<file path="src/rtl/rfl_pkg.sv">
package rfl_pkg;

   typedef struct packed {
      logic       sop;
      logic       eop;
      logic [7:0] data;
   } rfl_beat_t;

   typedef enum logic [1:0] {
      MODE_STD   = 2'd0,
      MODE_TWOK  = 2'd1,
      MODE_JUMBO = 2'd2
   } rfl_mode_e;

endpackage

</file>
<file path="src/rtl/rfl_limit_sel.sv">
module rfl_limit_sel
   import rfl_pkg::*;
#(
   parameter int LEN_W      = 15,
   parameter int STD_MAX    = 1518,
   parameter int TAG_EXTRA  = 4,
   parameter int TWOK_MAX   = 2000,
   parameter int JUMBO_MAX  = 9018,
   parameter int WD_STD     = 2048,
   parameter int WD_JUMBO   = 10240,
   parameter int WD_OFF     = 16384
) (
   input  logic             clk,
   input  logic             rst_n,
   input  logic             capture,
   input  logic             cfg_jumbo,
   input  logic             cfg_twok,
   input  logic             cfg_wdog_off,
   input  logic             cfg_tagged,
   output logic [LEN_W-1:0] giant_lim,
   output logic [LEN_W-1:0] cut_lim
);

   localparam logic [LEN_W-1:0] L_STD     = LEN_W'(STD_MAX);
   localparam logic [LEN_W-1:0] L_STD_T   = LEN_W'(STD_MAX + TAG_EXTRA);
   localparam logic [LEN_W-1:0] L_TWOK    = LEN_W'(TWOK_MAX);
   localparam logic [LEN_W-1:0] L_JUMBO   = LEN_W'(JUMBO_MAX);
   localparam logic [LEN_W-1:0] L_JUMBO_T = LEN_W'(JUMBO_MAX + TAG_EXTRA);
   localparam logic [LEN_W-1:0] C_STD     = LEN_W'(WD_STD);
   localparam logic [LEN_W-1:0] C_JUMBO   = LEN_W'(WD_JUMBO);
   localparam logic [LEN_W-1:0] C_OFF     = LEN_W'(WD_OFF);

   rfl_mode_e        mode;
   logic [LEN_W-1:0] live_giant, live_cut;
   logic [LEN_W-1:0] held_giant, held_cut;

   always_comb begin
      if (cfg_jumbo)     mode = MODE_JUMBO;
      else if (cfg_twok) mode = MODE_TWOK;
      else               mode = MODE_STD;
   end

   always_comb begin
      unique case (mode)
         MODE_JUMBO: live_giant = cfg_tagged ? L_JUMBO_T : L_JUMBO;
         MODE_TWOK:  live_giant = L_TWOK;
         default:    live_giant = cfg_tagged ? L_STD_T : L_STD;
      endcase
   end

   always_comb begin
      if (cfg_wdog_off)              live_cut = C_OFF;
      else if (mode == MODE_JUMBO)   live_cut = C_JUMBO;
      else                           live_cut = C_STD;
   end

   always_ff @(posedge clk or negedge rst_n) begin
      if (!rst_n) begin
         held_giant <= L_STD;
         held_cut   <= C_STD;
      end else if (capture) begin
         held_giant <= live_giant;
         held_cut   <= live_cut;
      end
   end

   assign giant_lim = capture ? live_giant : held_giant;
   assign cut_lim   = capture ? live_cut   : held_cut;


   cut_above_giant_chk: assert property (@(posedge clk) disable iff (!rst_n)
      cut_lim >= giant_lim);

endmodule

</file>
<file path="src/rtl/rfl_len_cnt.sv">
module rfl_len_cnt #(
   parameter int LEN_W  = 15,
   parameter bit SAT_EN = 1'b1
) (
   input  logic             clk,
   input  logic             rst_n,
   input  logic             step,
   input  logic             restart,
   output logic [LEN_W-1:0] len_now
);

   localparam logic [LEN_W-1:0] ONE   = LEN_W'(1);
   localparam logic [LEN_W-1:0] TOP_V = {LEN_W{1'b1}};

   logic [LEN_W-1:0] cnt_q;
   logic [LEN_W-1:0] inc_v;

   generate
      if (SAT_EN) begin : g_sat
         assign inc_v = (cnt_q == TOP_V) ? TOP_V : cnt_q + ONE;
      end else begin : g_wrap
         assign inc_v = cnt_q + ONE;
      end
   endgenerate

   assign len_now = restart ? ONE : inc_v;

   always_ff @(posedge clk or negedge rst_n) begin
      if (!rst_n)     cnt_q <= '0;
      else if (step)  cnt_q <= len_now;
   end

   generate
      if (SAT_EN) begin : g_sat_chk

         len_mono_chk: assert property (@(posedge clk) disable iff (!rst_n)
            (step && !restart) |=> (cnt_q >= $past(cnt_q)));
      end
   endgenerate

endmodule

</file>
<file path="src/rtl/rfl_fwd_reg.sv">
module rfl_fwd_reg
   import rfl_pkg::*;
(
   input  logic      clk,
   input  logic      rst_n,
   input  logic      vld_i,
   input  rfl_beat_t beat_i,
   output logic      vld_o,
   output rfl_beat_t beat_o
);

   always_ff @(posedge clk or negedge rst_n) begin
      if (!rst_n) begin
         vld_o  <= 1'b0;
         beat_o <= '0;
      end else begin
         vld_o <= vld_i;
         if (vld_i) beat_o <= beat_i;
      end
   end

endmodule

</file>
<file path="src/rtl/rx_len_guard.sv">
module rx_len_guard
   import rfl_pkg::*;
#(
   parameter int LEN_W     = 15,
   parameter bit SAT_EN    = 1'b1,
   parameter int STD_MAX   = 1518,
   parameter int TAG_EXTRA = 4,
   parameter int TWOK_MAX  = 2000,
   parameter int JUMBO_MAX = 9018,
   parameter int WD_STD    = 2048,
   parameter int WD_JUMBO  = 10240,
   parameter int WD_OFF    = 16384
) (
   input  logic       clk,
   input  logic       rst_n,
   input  logic       in_valid,
   input  logic       in_sop,
   input  logic       in_eop,
   input  logic [7:0] in_data,
   input  logic       cfg_jumbo,
   input  logic       cfg_twok,
   input  logic       cfg_wdog_off,
   input  logic       cfg_tagged,
   output logic       out_valid,
   output logic       out_sop,
   output logic       out_eop,
   output logic [7:0] out_data,
   output logic       stat_giant,
   output logic       stat_trunc
);

   localparam int LEN_MAX = (1 << LEN_W) - 1;

   initial begin
      par_width_chk: assert (WD_OFF <= LEN_MAX && WD_JUMBO <= LEN_MAX)
         else $error("LEN_W too small for cut-off limits");
      par_order_chk: assert (WD_STD >= STD_MAX + TAG_EXTRA && WD_STD >= TWOK_MAX
                             && WD_JUMBO >= JUMBO_MAX + TAG_EXTRA && WD_OFF >= WD_JUMBO)
         else $error("cut-off limits must not be below giant limits");
   end

   logic             in_frame_q;
   logic             giant_q, trunc_q;
   logic             acc, acc_sop, end_evt, fwd, at_cut;
   logic [LEN_W-1:0] len_now, giant_lim, cut_lim;
   rfl_beat_t        beat_in, beat_out;
   logic             vld_out;

   assign acc     = in_valid && (in_sop || in_frame_q);
   assign acc_sop = acc && in_sop;
   assign end_evt = acc && in_eop;

   rfl_limit_sel #(
      .LEN_W(LEN_W), .STD_MAX(STD_MAX), .TAG_EXTRA(TAG_EXTRA),
      .TWOK_MAX(TWOK_MAX), .JUMBO_MAX(JUMBO_MAX),
      .WD_STD(WD_STD), .WD_JUMBO(WD_JUMBO), .WD_OFF(WD_OFF)
   ) u_lim (
      .clk(clk), .rst_n(rst_n), .capture(acc_sop),
      .cfg_jumbo(cfg_jumbo), .cfg_twok(cfg_twok),
      .cfg_wdog_off(cfg_wdog_off), .cfg_tagged(cfg_tagged),
      .giant_lim(giant_lim), .cut_lim(cut_lim)
   );

   rfl_len_cnt #(.LEN_W(LEN_W), .SAT_EN(SAT_EN)) u_cnt (
      .clk(clk), .rst_n(rst_n), .step(acc), .restart(in_sop), .len_now(len_now)
   );

   assign fwd    = acc && (len_now <= cut_lim);
   assign at_cut = (len_now == cut_lim);

   always_comb begin
      beat_in.sop  = in_sop;
      beat_in.eop  = in_eop || at_cut;
      beat_in.data = in_data;
   end

   rfl_fwd_reg u_out (
      .clk(clk), .rst_n(rst_n), .vld_i(fwd), .beat_i(beat_in),
      .vld_o(vld_out), .beat_o(beat_out)
   );

   always_ff @(posedge clk or negedge rst_n) begin
      if (!rst_n) begin
         in_frame_q <= 1'b0;
         giant_q    <= 1'b0;
         trunc_q    <= 1'b0;
      end else begin
         if (end_evt)      in_frame_q <= 1'b0;
         else if (acc_sop) in_frame_q <= 1'b1;

         if (end_evt) begin
            giant_q <= (len_now > giant_lim);
            trunc_q <= (len_now > cut_lim);
         end else if (acc_sop) begin
            giant_q <= 1'b0;
            trunc_q <= 1'b0;
         end
      end
   end

   assign out_valid  = vld_out;
   assign out_sop    = vld_out && beat_out.sop;
   assign out_eop    = vld_out && beat_out.eop;
   assign out_data   = beat_out.data;
   assign stat_giant = giant_q;
   assign stat_trunc = trunc_q;


   flag_hold_chk: assert property (@(posedge clk) disable iff (!rst_n)
      !(acc_sop || end_evt) |=> ($stable(stat_giant) && $stable(stat_trunc)));


   stray_chk: assert property (@(posedge clk) disable iff (!rst_n)
      (in_valid && !in_sop && !in_frame_q) |=> !out_valid);


   trunc_giant_chk: assert property (@(posedge clk) disable iff (!rst_n)
      stat_trunc |-> stat_giant);


   cut_gap_chk: assert property (@(posedge clk) disable iff (!rst_n)
      (out_valid && $past(out_eop)) |-> out_sop);

endmodule

</file>
<file path="config.mk">
export PLATFORM = sky130hd
export DESIGN_NAME = rx_len_guard
export DESIGN_NICKNAME = d
export VERILOG_FILES = /design/src/rtl/rfl_pkg.sv /design/src/rtl/rfl_limit_sel.sv /design/src/rtl/rfl_len_cnt.sv /design/src/rtl/rfl_fwd_reg.sv /design/src/rtl/rx_len_guard.sv
export SDC_FILE = /design/constraint.sdc
export NUM_CORES = 1
export LEC_CHECK = 0
export ABC_AREA = 1
export BUFFER_PORTS_ARGS = -buffer_cell sky130_fd_sc_hd__buf_2
export CAP_MARGIN = 40
export CORE_ASPECT_RATIO = 0.8
export CORE_MARGIN = 3
export CORE_UTILIZATION = 60
export CTS_CLUSTER_SIZE = 28
export DETAILED_ROUTE_END_ITERATION = 10
export PLACE_DENSITY = 0.8
export REMOVE_ABC_BUFFERS = 1
export SYNTH_ARGS = -nofsm -noshare
export SYNTH_HDL_FRONTEND = slang
export SYNTH_SLANG_ARGS = --single-unit
export TNS_END_PERCENT = 50
</file>
<file path="constraint.sdc">
create_clock -name clk -period 3.3 [get_ports clk]
set_input_delay 0.33 -clock clk [delete_from_list [all_inputs] [get_ports clk]]
set_output_delay 0.33 -clock clk [all_outputs]
set_load 0.02 [all_outputs]
</file>
==> summary.md, run 1 <==
| Metric | Value |
|---|---|
| Status | `finished, final reports clean` |
| Most instantiated cells after synthesis | `124 x nand2_1, 71 x inv_1, 50 x dfrtp_1, 31 x ha_1, 27 x nand3_1` |
| Syn Inst Count | `439` |
| Min-delay worst type | `in -> reg` |
| Setup TNS | `0 ps` |
| Die span in x | `91.85 µm` |
| Dpl hpwl | `5730 µm` |
| Drt wl/cell | `13.83 µm` |
| Initial core utilization | `63.33%` |
| Placed Cells | `535` |
| Core Region | `~5600 µm²` |
| Mapped Area | `3537 µm²` |
| Most used cell, CP | `nand2_1` |
| Area occupied by multi-input gates | `1634 µm²` |
| Wire length of the first global-routing pass | `12920 µm` |
| Drt initial violations | `between 200 and 250` |
| Netlist cell types | `37` |
| Power per cell area | `512.4 nW/µm²` |
| Via count of the first global-routing pass | `around 2700` |
| CTS tree | `done` |
| Die Ht | `74.68 µm` |
| Worst setup path class | `reg -> reg` |
| DRC | `0` |
| Crit path DAT | `roughly 3200 ps` |
| Synth top area share | `35.37%` |
| Ranking of synthesized cells by area | `dfrtp_1 35%, nand2_1 13%, ha_1 11%, inv_1 7.5%, dfstp_2 6.7%` |
| Clock Latency Late Sink | `roughly 340 ps` |
| Period utilization | `90.34%` |
| Worst-path maximum fanout | `11` |
| Layout cells sized above 1 | `19.20%` |
| CTS Buf Count | `9` |
| Most numerous cell in the Yosys netlist | `nand2_1` |
| Largest delay contributor family on the critical path | `simple AND/OR/NAND/NOR gates` |
| Post-route ant nets | `0` |
| Synth async-reset ratio | `100.0%` |
| Register Area | `1488 µm²` |
| Max-cap violations | `0` |
| Leakage | `2.264 nW` |
| Max incr delay on CP | `400 ps` |
| Post-synth EDFFs | `0` |
| Buffers on Ports | `29` |
| Antenna violations before repair | `0` |
| Non-filler cells, final | `between 500 and 600` |
| # diodes | `0` |
| Avg Vias per Cell | `5.241` |
| Top FF cell, synth | `dfrtp_1` |
| Clock buffer depth | `2` |
| CP Launch Type | `register` |
| Vias post-DR | `2893` |
| Ports | `30` |
| CP Depth | `17` |
| Seq cells post-synth | `59` |
| Peak VDD IR | `0.0003381 V` |
| Remaining global-route overflow | `0` |
| Fin nets | `517` |
| H-tree Lvls | `3` |
| FMAX | `roughly 0.34 GHz` |
| Cell Rows | `24` |
| Largest net degree at the start of global routing | `27` |
| Final Hold Viols | `0` |
| Post-CTS Setup Repair Bufs | `0` |
| Critical-path top delay cell | `dfrtp_1` |
| Die area | `a little under 7000 µm²` |
| GRT Util Overall | `about a quarter` |
| Setup violators final | `0` |
| Clock-pin slew on the worst setup and hold paths | `approximately 70 ps` |
| Setup crit end kind | `register` |
| Pre-Repair DR Iteration Count | `5` |
| Placer Congestion | `about 0.92` |
| Clock root buffer | `clkbuf_8` |
| Slew margin rel. | `66.69%` |
| Reg2reg path depth | `17` |
| Layout area overhead | `11.96%` |
| Routed WL | `between 7000 and 8000 µm` |
| Synth Warn # | `0` |
| RSZ-0062 raised after global routing | `no` |
| CP cell instances | `ha_1, nand2_2, nor3_4, nand3_2, buf_4, a21oi_1, ha_1, nand2_1, inv_1, a21oi_1, nand2_1, nand2_1, nand2_1, nand2_1, nand2_2, nand2_1, nand2_1` |
| Area leader, netlist | `dfrtp_1` |
| Fillers | `450` |
| Skew final | `approximately 6.3 ps` |
| Final slew viol count | `0` |
| Fin crit period | `2981 ps` |
| Worst Max-Slew Pin Slew | `between 400 and 500 ps` |
| Seq/Total Area, Yosys | `42.06%` |
| Syn_area_per_cell | `8.057 µm²` |
| CP Buf/Inv Count | `2` |
| Hold path cells | `2` |
| Clock Sinks | `59` |
| Critical path required time | `around 3500 ps` |
-- stage by stage --
step	power, mW	utilization (%)	instance area (µm²)	setup WS (ps)	hold WS [ps]
final	2.029	70.90	3960	318.8	203.6
after global routing	2.143	70.90	3960	39.30	214.6
after CTS	2.036	70.86	3958	238.9	194.3
after detailed placement	1.336	66.87	3735	269.8	329.7
after global placement	1.315	66.38	3707	336.0	451.0
after floorplan	1.179	-	3412	487.8	34.41
-- sequential cells by signal, indices dropped and copies added (netlist names) --
signal	flops
u_out.beat_o	10
u_lim.held_giant	15
u_lim.held_cut	15
stat_trunc	1
u_out.vld_o	1
stat_giant	1
u_cnt.cnt_q	15
in_frame_q	1
-- placed cells by master, fill, tap and decap left out, drive strengths merged, types with 6 or more instances in the layout --
cell type,netlist,routed
dfrtp,50,50
nor2,20,20
nor3,6,6
clkbuf,3,12
nand2,126,126
inv,78,78
nand3,29,29
o21ai,24,24
ha,31,31
dfstp,9,9
xor2,7,7
a21oi,23,23
nand4,6,6
buf,16,37
-- layout make-up --
| cell class | count | share of cell area [%] |
|---|---|---|
| Timing Repair Buffer | 38 | 5.940 |
| Clock inverter | 4 | 1.201 |
| Inverter | 78 | 7.393 |
| Tap cell | 78 | 2.464 |
| Clock buffer | 12 | 4.171 |
| Multi-Input combinational cell | 283 | 41.26 |
| Sequential cell | 59 | 37.57 |
-- logic make-up (layout without fill, tap and decap cells) --
logic type,after synthesis,after routing,share of synthesized area [%]
xor+xnor,9,9,2.229
buf+inv,97,132,11.81
flops,59,59,42.06
compound gates,53,53,9.657
fa+ha+maj,31,31,10.97
simple gates,190,190,23.28
-- worst paths after layout --
| kind | startpoint | endpoint | slack (ps) |
|---|---|---|---|
| max | u_cnt.cnt_q[0] | u_out.beat_o[7] | 320 |
| min | cfg_wdog_off | u_lim.held_cut[13] | 200 |
| max reg2reg | u_cnt.cnt_q[0] | u_out.beat_o[7] | 320 |
| min reg2reg | u_out.beat_o[4] | u_out.beat_o[4] | 470 |
| max in group asynchronous | rst_n | u_lim.held_giant[8] | 1970 |
| min in group asynchronous | rst_n | u_cnt.cnt_q[3] | 480 |
-- timing repair --
item	CTS	global route
endpoints found under the setup margin	0	9
hold endpoints to repair	15	0
hold buffers	1	0
gates resized for setup	0	1
-- layer usage --
metal	up-vias	routed length, µm	track usage [%]
li1	1432	-	-
met1	1354	3652	34.54
met2	91	3411	37.14
met3	16	433	5.495
met4	0	138	8.402
met5	-	0	0
-- power breakdown --
| part | internal [mW] | switching [mW] |
|---|---|---|
| Clock | 0.408 | 0.292 |
| Combinational | 0.162 | 0.294 |
| Sequential | 0.827 | 0.0479 |
| Total | 1.40 | 0.633 |
Note: power is estimated with default switching activity, not from simulation.
==> run 2, diff against run 1 <==
Settings changed: CORE_UTILIZATION 60 to 62, CTS_BUF_LIST set to sky130_fd_sc_hd__clkbuf_4 sky130_fd_sc_hd__clkbuf_8, PLACE_DENSITY 0.8 to 0.82.
==> summary.md, run 2 (synthesis gave the netlist of run 1 again) <==
| Metric | Value |
|---|---|
| Status | `finished, final reports clean` |
| Clock power frac | `35.6%` |
| Leakage | `around 2.3 nW` |
| Net Switching | `~0.62 mW` |
| Clock-pin slew on the worst setup and hold paths | `70 ps` |
| Skew final | `~13 ps` |
| GRT Util Overall | `25.67%` |
| Post-CTS Setup Repair Bufs | `0` |
| Die Ht | `73.56 µm` |
| Final slew viol count | `0` |
| Max-cap violations | `0` |
| Hold Buf Count CTS | `0` |
| Period utilization | `just over 90%` |
| Crit path DAT | `3230 ps` |
| Placer Congestion | `0.8857` |
| Avg Vias per Cell | `5.303` |
| Die span in x | `90.45 µm` |
| Remaining global-route overflow | `0` |
| Ports | `30` |
| CP Launch Type | `register` |
| Clock Sinks | `59` |
| Dpl hpwl | `5649 µm` |
| Top flop regs | `u_cnt.cnt_q x15, u_lim.held_cut x15, u_lim.held_giant x15` |
| Worst setup path class | `reg -> reg` |
| Setup TNS | `0 ps` |
| Antenna violations before repair | `0` |
| Cell Rows | `23` |
| Vias post-DR | `2901` |
| Commonest cells after routing, fill and taps aside | `123 x nand2_1, 71 x inv_1, 50 x dfrtp_1, 31 x ha_1, 29 x buf_2` |
| Power per cell area | `522.5 nW/µm²` |
| Reg2reg path depth | `19` |
| Slew margin rel. | `56.18%` |
| Buffers on Ports | `29` |
| Sw Share | `30.34%` |
| Min-delay worst type | `in -> async` |
| Post-route ant nets | `0` |
| Clock root buffer | `clkbuf_8` |
| Setup violators final | `0` |
| Core Region | `5266 µm²` |
| Post-cts resize count | `0` |
| Fin nets | `about 500` |
| # diodes | `0` |
| Non-filler cells, final | `547` |
| Pre-Repair DR Iteration Count | `4` |
| Crit Reg-Reg Startpoint | `u_cnt.cnt_q[0]` |
| Area occupied by multi-input gates | `1647 µm²` |
| CTS Buf Count | `9` |
| Clock Latency Late Sink | `350 ps` |
| Clock buffer depth | `2` |
| H-tree Lvls | `3` |
| RSZ-0062 raised after global routing | `no` |
| R2R Path End | `u_out.beat_o[8]` |
| DRC | `0` |
| Via count of the first global-routing pass | `2840` |
| Power share of the combinational group | `21.9%` |
| Worst Max-Slew Pin Slew | `about 660 ps` |
| Layout cells sized above 1 | `19.07%` |
| CTS tree | `done` |
| Initial core utilization | `67.17%` |
| Routed WL | `7621 µm` |
| Die area | `6653 µm²` |
| Wire length of the first global-routing pass | `13210 µm` |
| Critical path required time | `3540 ps` |
| Placed Cells | `531` |
| Peak VDD IR | `approximately 0.00035 V` |
| Setup crit end kind | `register` |
| Fillers | `388` |
| Drt initial violations | `303` |
| Commonest non-fill, non-tap cell in the layout | `nand2_1` |
| Final Hold Viols | `0` |
| Register Area | `1488 µm²` |
| Layout area overhead | `11.43%` |
| Worst-path maximum fanout | `11` |
| Largest net degree at the start of global routing | `32` |
| Reg-to-reg slack, setup | `310 ps` |
| Sequential group share of total power | `42.5%` |
| Pint | `1.434 mW` |
| Drt wl/cell | `13.93 µm` |
| FMAX | `~0.33 GHz` |
| Fin crit period | `2994 ps` |
-- run 2: critical path: stages (launching register included) --
cell and delay (ps):
dfrtp_1 410, ha_1 250, nand2_2 140, nor2_4 70
nand2_1 130, nor2_2 60, nand2_2 140, nand3_1 120
nand2_1 80, inv_1 80, ha_1 310, nand2_1 60
nor2_1 150, inv_1 60, nor2_1 190, nand4_1 140
nand2_1 150, nand2_2 180, nand2_1 120, nand2_1 60
-- run 2: final cells by class --
type | count | share of cell area, %
Sequential cell | 59 | 37.75
Tap cell | 75 | 2.381
Timing Repair Buffer | 36 | 5.016
Clock inverter | 5 | 1.968
Inverter | 78 | 7.429
Clock buffer | 11 | 3.683
Multi-Input combinational cell | 283 | 41.78
-- run 2: per-layer routing --
| layer | up-vias | share of wire [%] | GRT usage (%) |
|---|---|---|---|
| met1 | 1373 | 47 | 34.24 |
| met5 | - | 0 | 0 |
| li1 | 1428 | - | - |
| met4 | 0 | 2.5 | 10.87 |
| met2 | 82 | 45 | 40.73 |
| met3 | 18 | 5.6 | 6.244 |
-- run 2: power groups by stage --
stage / registers [mW] / logic (mW) / clock network [mW]
3_3_place_gp: 0.883 / 0.431 / 0
6_report: 0.875 / 0.452 / 0.732
2_1_floorplan: 0.922 / 0.257 / 0
4_1_cts: 0.874 / 0.452 / 0.747
5_1_grt: 0.883 / 0.515 / 0.784
3_5_place_dp: 0.885 / 0.448 / 0
-- run 2: through the flow --
stage / total power [mW] / util (%) / setup slack [ps] / hold slack, ps / area, µm²
after floorplan: 1.179 / - / 487.8 / 34.41 / 3412
after global placement: 1.313 / 70.33 / 312.3 / 384.6 / 3704
after detailed placement: 1.333 / 70.33 / 180.9 / 395.6 / 3704
after CTS: 2.073 / 74.55 / 217.9 / 17.11 / 3926
after global routing: 2.182 / 74.84 / 33.77 / 43.34 / 3941
final: 2.059 / 74.84 / 306.1 / 7.506 / 3941
-- run 2: worst max path at each step --
stage / to / from / slack [ps] / cells past startpoint
finish: u_out.beat_o[8] / u_cnt.cnt_q[0] / 310 / 19
global route: u_out.beat_o[0] / u_cnt.cnt_q[0] / 30 / 19
detailed placement: u_out.beat_o[4] / in_sop / 180 / 16
CTS: u_out.beat_o[8] / u_cnt.cnt_q[1] / 220 / 17
global placement: u_out.beat_o[5] / in_sop / 310 / 16
floorplan: u_out.beat_o[0] / in_frame_q / 490 / 15
==> run 3, diff against run 2 <==
Clock period 3.3 ns to 3.1 ns, I/O delays scaled along.
==> summary.md, run 3 (synthesis gave the netlist of run 1 again) <==
| Metric | Value |
|---|---|
| Placer Congestion | `0.9049` |
| CTS Buf Count | `9` |
| WHS | `170.6 ps` |
| Worst Max-Slew Pin Slew | `577.5 ps` |
| Sequential group share of total power | `approximately 43%` |
| Net Switching | `0.6973 mW` |
| Die span in x | `90.45 µm` |
| Vias post-DR | `about 2900` |
| Clock power frac | `34.0%` |
| Clock Sinks | `59` |
| Status | `finished, final reports clean` |
| Fillers | `400` |
| Leakage | `approximately 2.3 nW` |
| Slew margin rel. | `61.50%` |
| CTS tree | `done` |
| Clock buffer depth | `2` |
| Clock-pin slew on the worst setup and hold paths | `70 ps` |
| Drt wl/cell | `13.99 µm` |
| Core Region | `around 5300 µm²` |
| Antenna violations before repair | `0` |
| Final worst setup slack | `235.1 ps` |
| Post-CTS Setup Repair Bufs | `0` |
| DRC | `0` |
| Die Ht | `73.56 µm` |
| Period utilization | `92.42%` |
| Largest net degree at the start of global routing | `28` |
| Crit Reg-Reg Startpoint | `u_cnt.cnt_q[0]` |
| Fin crit period | `2865 ps` |
| Sw Share | `around a third` |
| Clock Latency Late Sink | `350 ps` |
| Final slew viol count | `0` |
| Power share of the combinational group | `between 20 and 25%` |
| Non-filler cells, final | `around 550` |
| Worst-path maximum fanout | `11` |
| Drt initial violations | `~300` |
| Crit path DAT | `3160 ps` |
| Ports | `30` |
| Die area | `6653 µm²` |
| Cell Rows | `23` |
| Post-route ant nets | `0` |
| FMAX | `between 0.3 and 0.4 GHz` |
| CP Launch Type | `register` |
| Peak VDD IR | `0.0004074 V` |
| Setup TNS | `0 ps` |
| Power per cell area | `542.1 nW/µm²` |
| RSZ-0062 raised after global routing | `no` |
| H-tree Lvls | `3` |
| Remaining global-route overflow | `0` |
| Initial core utilization | `around two thirds` |
| Final Hold Viols | `0` |
| GRT Util Overall | `25.71%` |
| Pre-Repair DR Iteration Count | `5` |
| Pint | `1.468 mW` |
| Wire length of the first global-routing pass | `between 10000 and 15000 µm` |
| Fin nets | `519` |
| Layout area overhead | `12.95%` |
| Setup crit end kind | `register` |
| Top flop regs | `u_cnt.cnt_q x15, u_lim.held_cut x15, u_lim.held_giant x15` |
| Avg Vias per Cell | `5.227` |
| Setup violators final | `0` |
| Routed WL | `around 7700 µm` |
| Pre-CTS setup slack | `between 20 and 30 ps` |
| Placed Cells | `about 530` |
| Commonest non-fill, non-tap cell in the layout | `nand2_1` |
| Layout cells sized above 1 | `between 20% and 30%` |
| Clock root buffer | `clkbuf_8` |
| # diodes | `0` |
| Worst setup path class | `reg -> reg` |
| Commonest cells after routing, fill and taps aside | `122 x nand2_1, 71 x inv_1, 50 x dfrtp_1, 31 x ha_1, 29 x buf_2` |
| Hold wc startpoint | `cfg_wdog_off` |
| Buffers on Ports | `29` |
| Min-delay worst type | `in -> reg` |
| Max-cap violations | `0` |
| Critical path required time | `about 3400 ps` |
| Crit path from | `u_cnt.cnt_q[0]` |
| Dpl hpwl | `5855 µm` |
| Final Total Pwr | `2.166 mW` |
| Skew final | `about 11 ps` |
| Via count of the first global-routing pass | `2866` |
==> run 3: cell type report <==
class | count | area, µm² | share of cell area, %
Timing Repair Buffer | 40 | 230.2 | 5.763
Clock buffer | 11 | 151.4 | 3.790
Inverter | 78 | 292.8 | 7.329
Sequential cell | 59 | 1488 | 37.24
Tap cell | 75 | 93.84 | 2.349
Clock inverter | 5 | 61.31 | 1.535
Multi-Input combinational cell | 283 | 1678 | 42.00
==> run 3: metal layers <==
| metal | GRT usage, % | part of all wire, % | vias up |
|---|---|---|---|
| li1 | - | - | 1441 |
| met1 | 34.15 | 46 | 1350 |
| met2 | 42.30 | 47 | 80 |
| met3 | 6.141 | 5.7 | 9 |
| met4 | 8.319 | 1.3 | 0 |
| met5 | 0 | 0 | - |
==> run 3: path summary, 6_finish.rpt <==
| kind | to | slack, ps | cells past startpoint |
|---|---|---|---|
| worst max-delay path | u_out.beat_o[3] | 240 | 18 |
| worst min-delay path | u_lim.held_cut[13] | 170 | 2 |
| worst max register to register | u_out.beat_o[3] | 240 | 18 |
| worst min register to register | u_lim.held_giant[8] | 460 | 2 |
| max in group asynchronous | u_lim.held_giant[8] | 1880 | 3 |
| min in group asynchronous | u_lim.held_cut[1] | 490 | 2 |
==> run 3: per-stage QoR <==
stage | instance area, µm² | util [%]
finish | 3995 | 75.86
global route | 3995 | 75.86
CTS | 3949 | 74.98
detailed placement | 3726 | 70.75
global placement | 3726 | 70.75
floorplan | 3412 | -
==> run 3: power by group through the flow <==
stage / clock network [mW] / registers (mW) / logic [mW]
floorplan: 0 / 0.982 / 0.274
global placement: 0 / 0.939 / 0.465
detailed placement: 0 / 0.942 / 0.487
CTS: 0.747 / 0.930 / 0.492
global route: 0.782 / 0.937 / 0.561
finish: 0.737 / 0.931 / 0.498
==> run 3: critical path: stages, from the launching register on <==
cell and delay [ps]:
dfrtp_1 390, ha_1 220, nand2_2 130, nor3_4 280, nand3_4 220, nand3_1 160, nand2_1 80, inv_1 90
ha_1 240, nand2_1 110, inv_1 60, nand2_1 60, nand2_1 60, a21oi_1 160, nand2_1 100, nand2_2 110
buf_4 180, nand3_1 90, nand2_1 90
==> run 3: what timing repair did <==
item                                    4_1_cts  5_1_grt
hold buffers                                  1        0
gates resized for setup                       0       12
hold endpoints to repair                     19        0
endpoints found under the setup margin        0       11
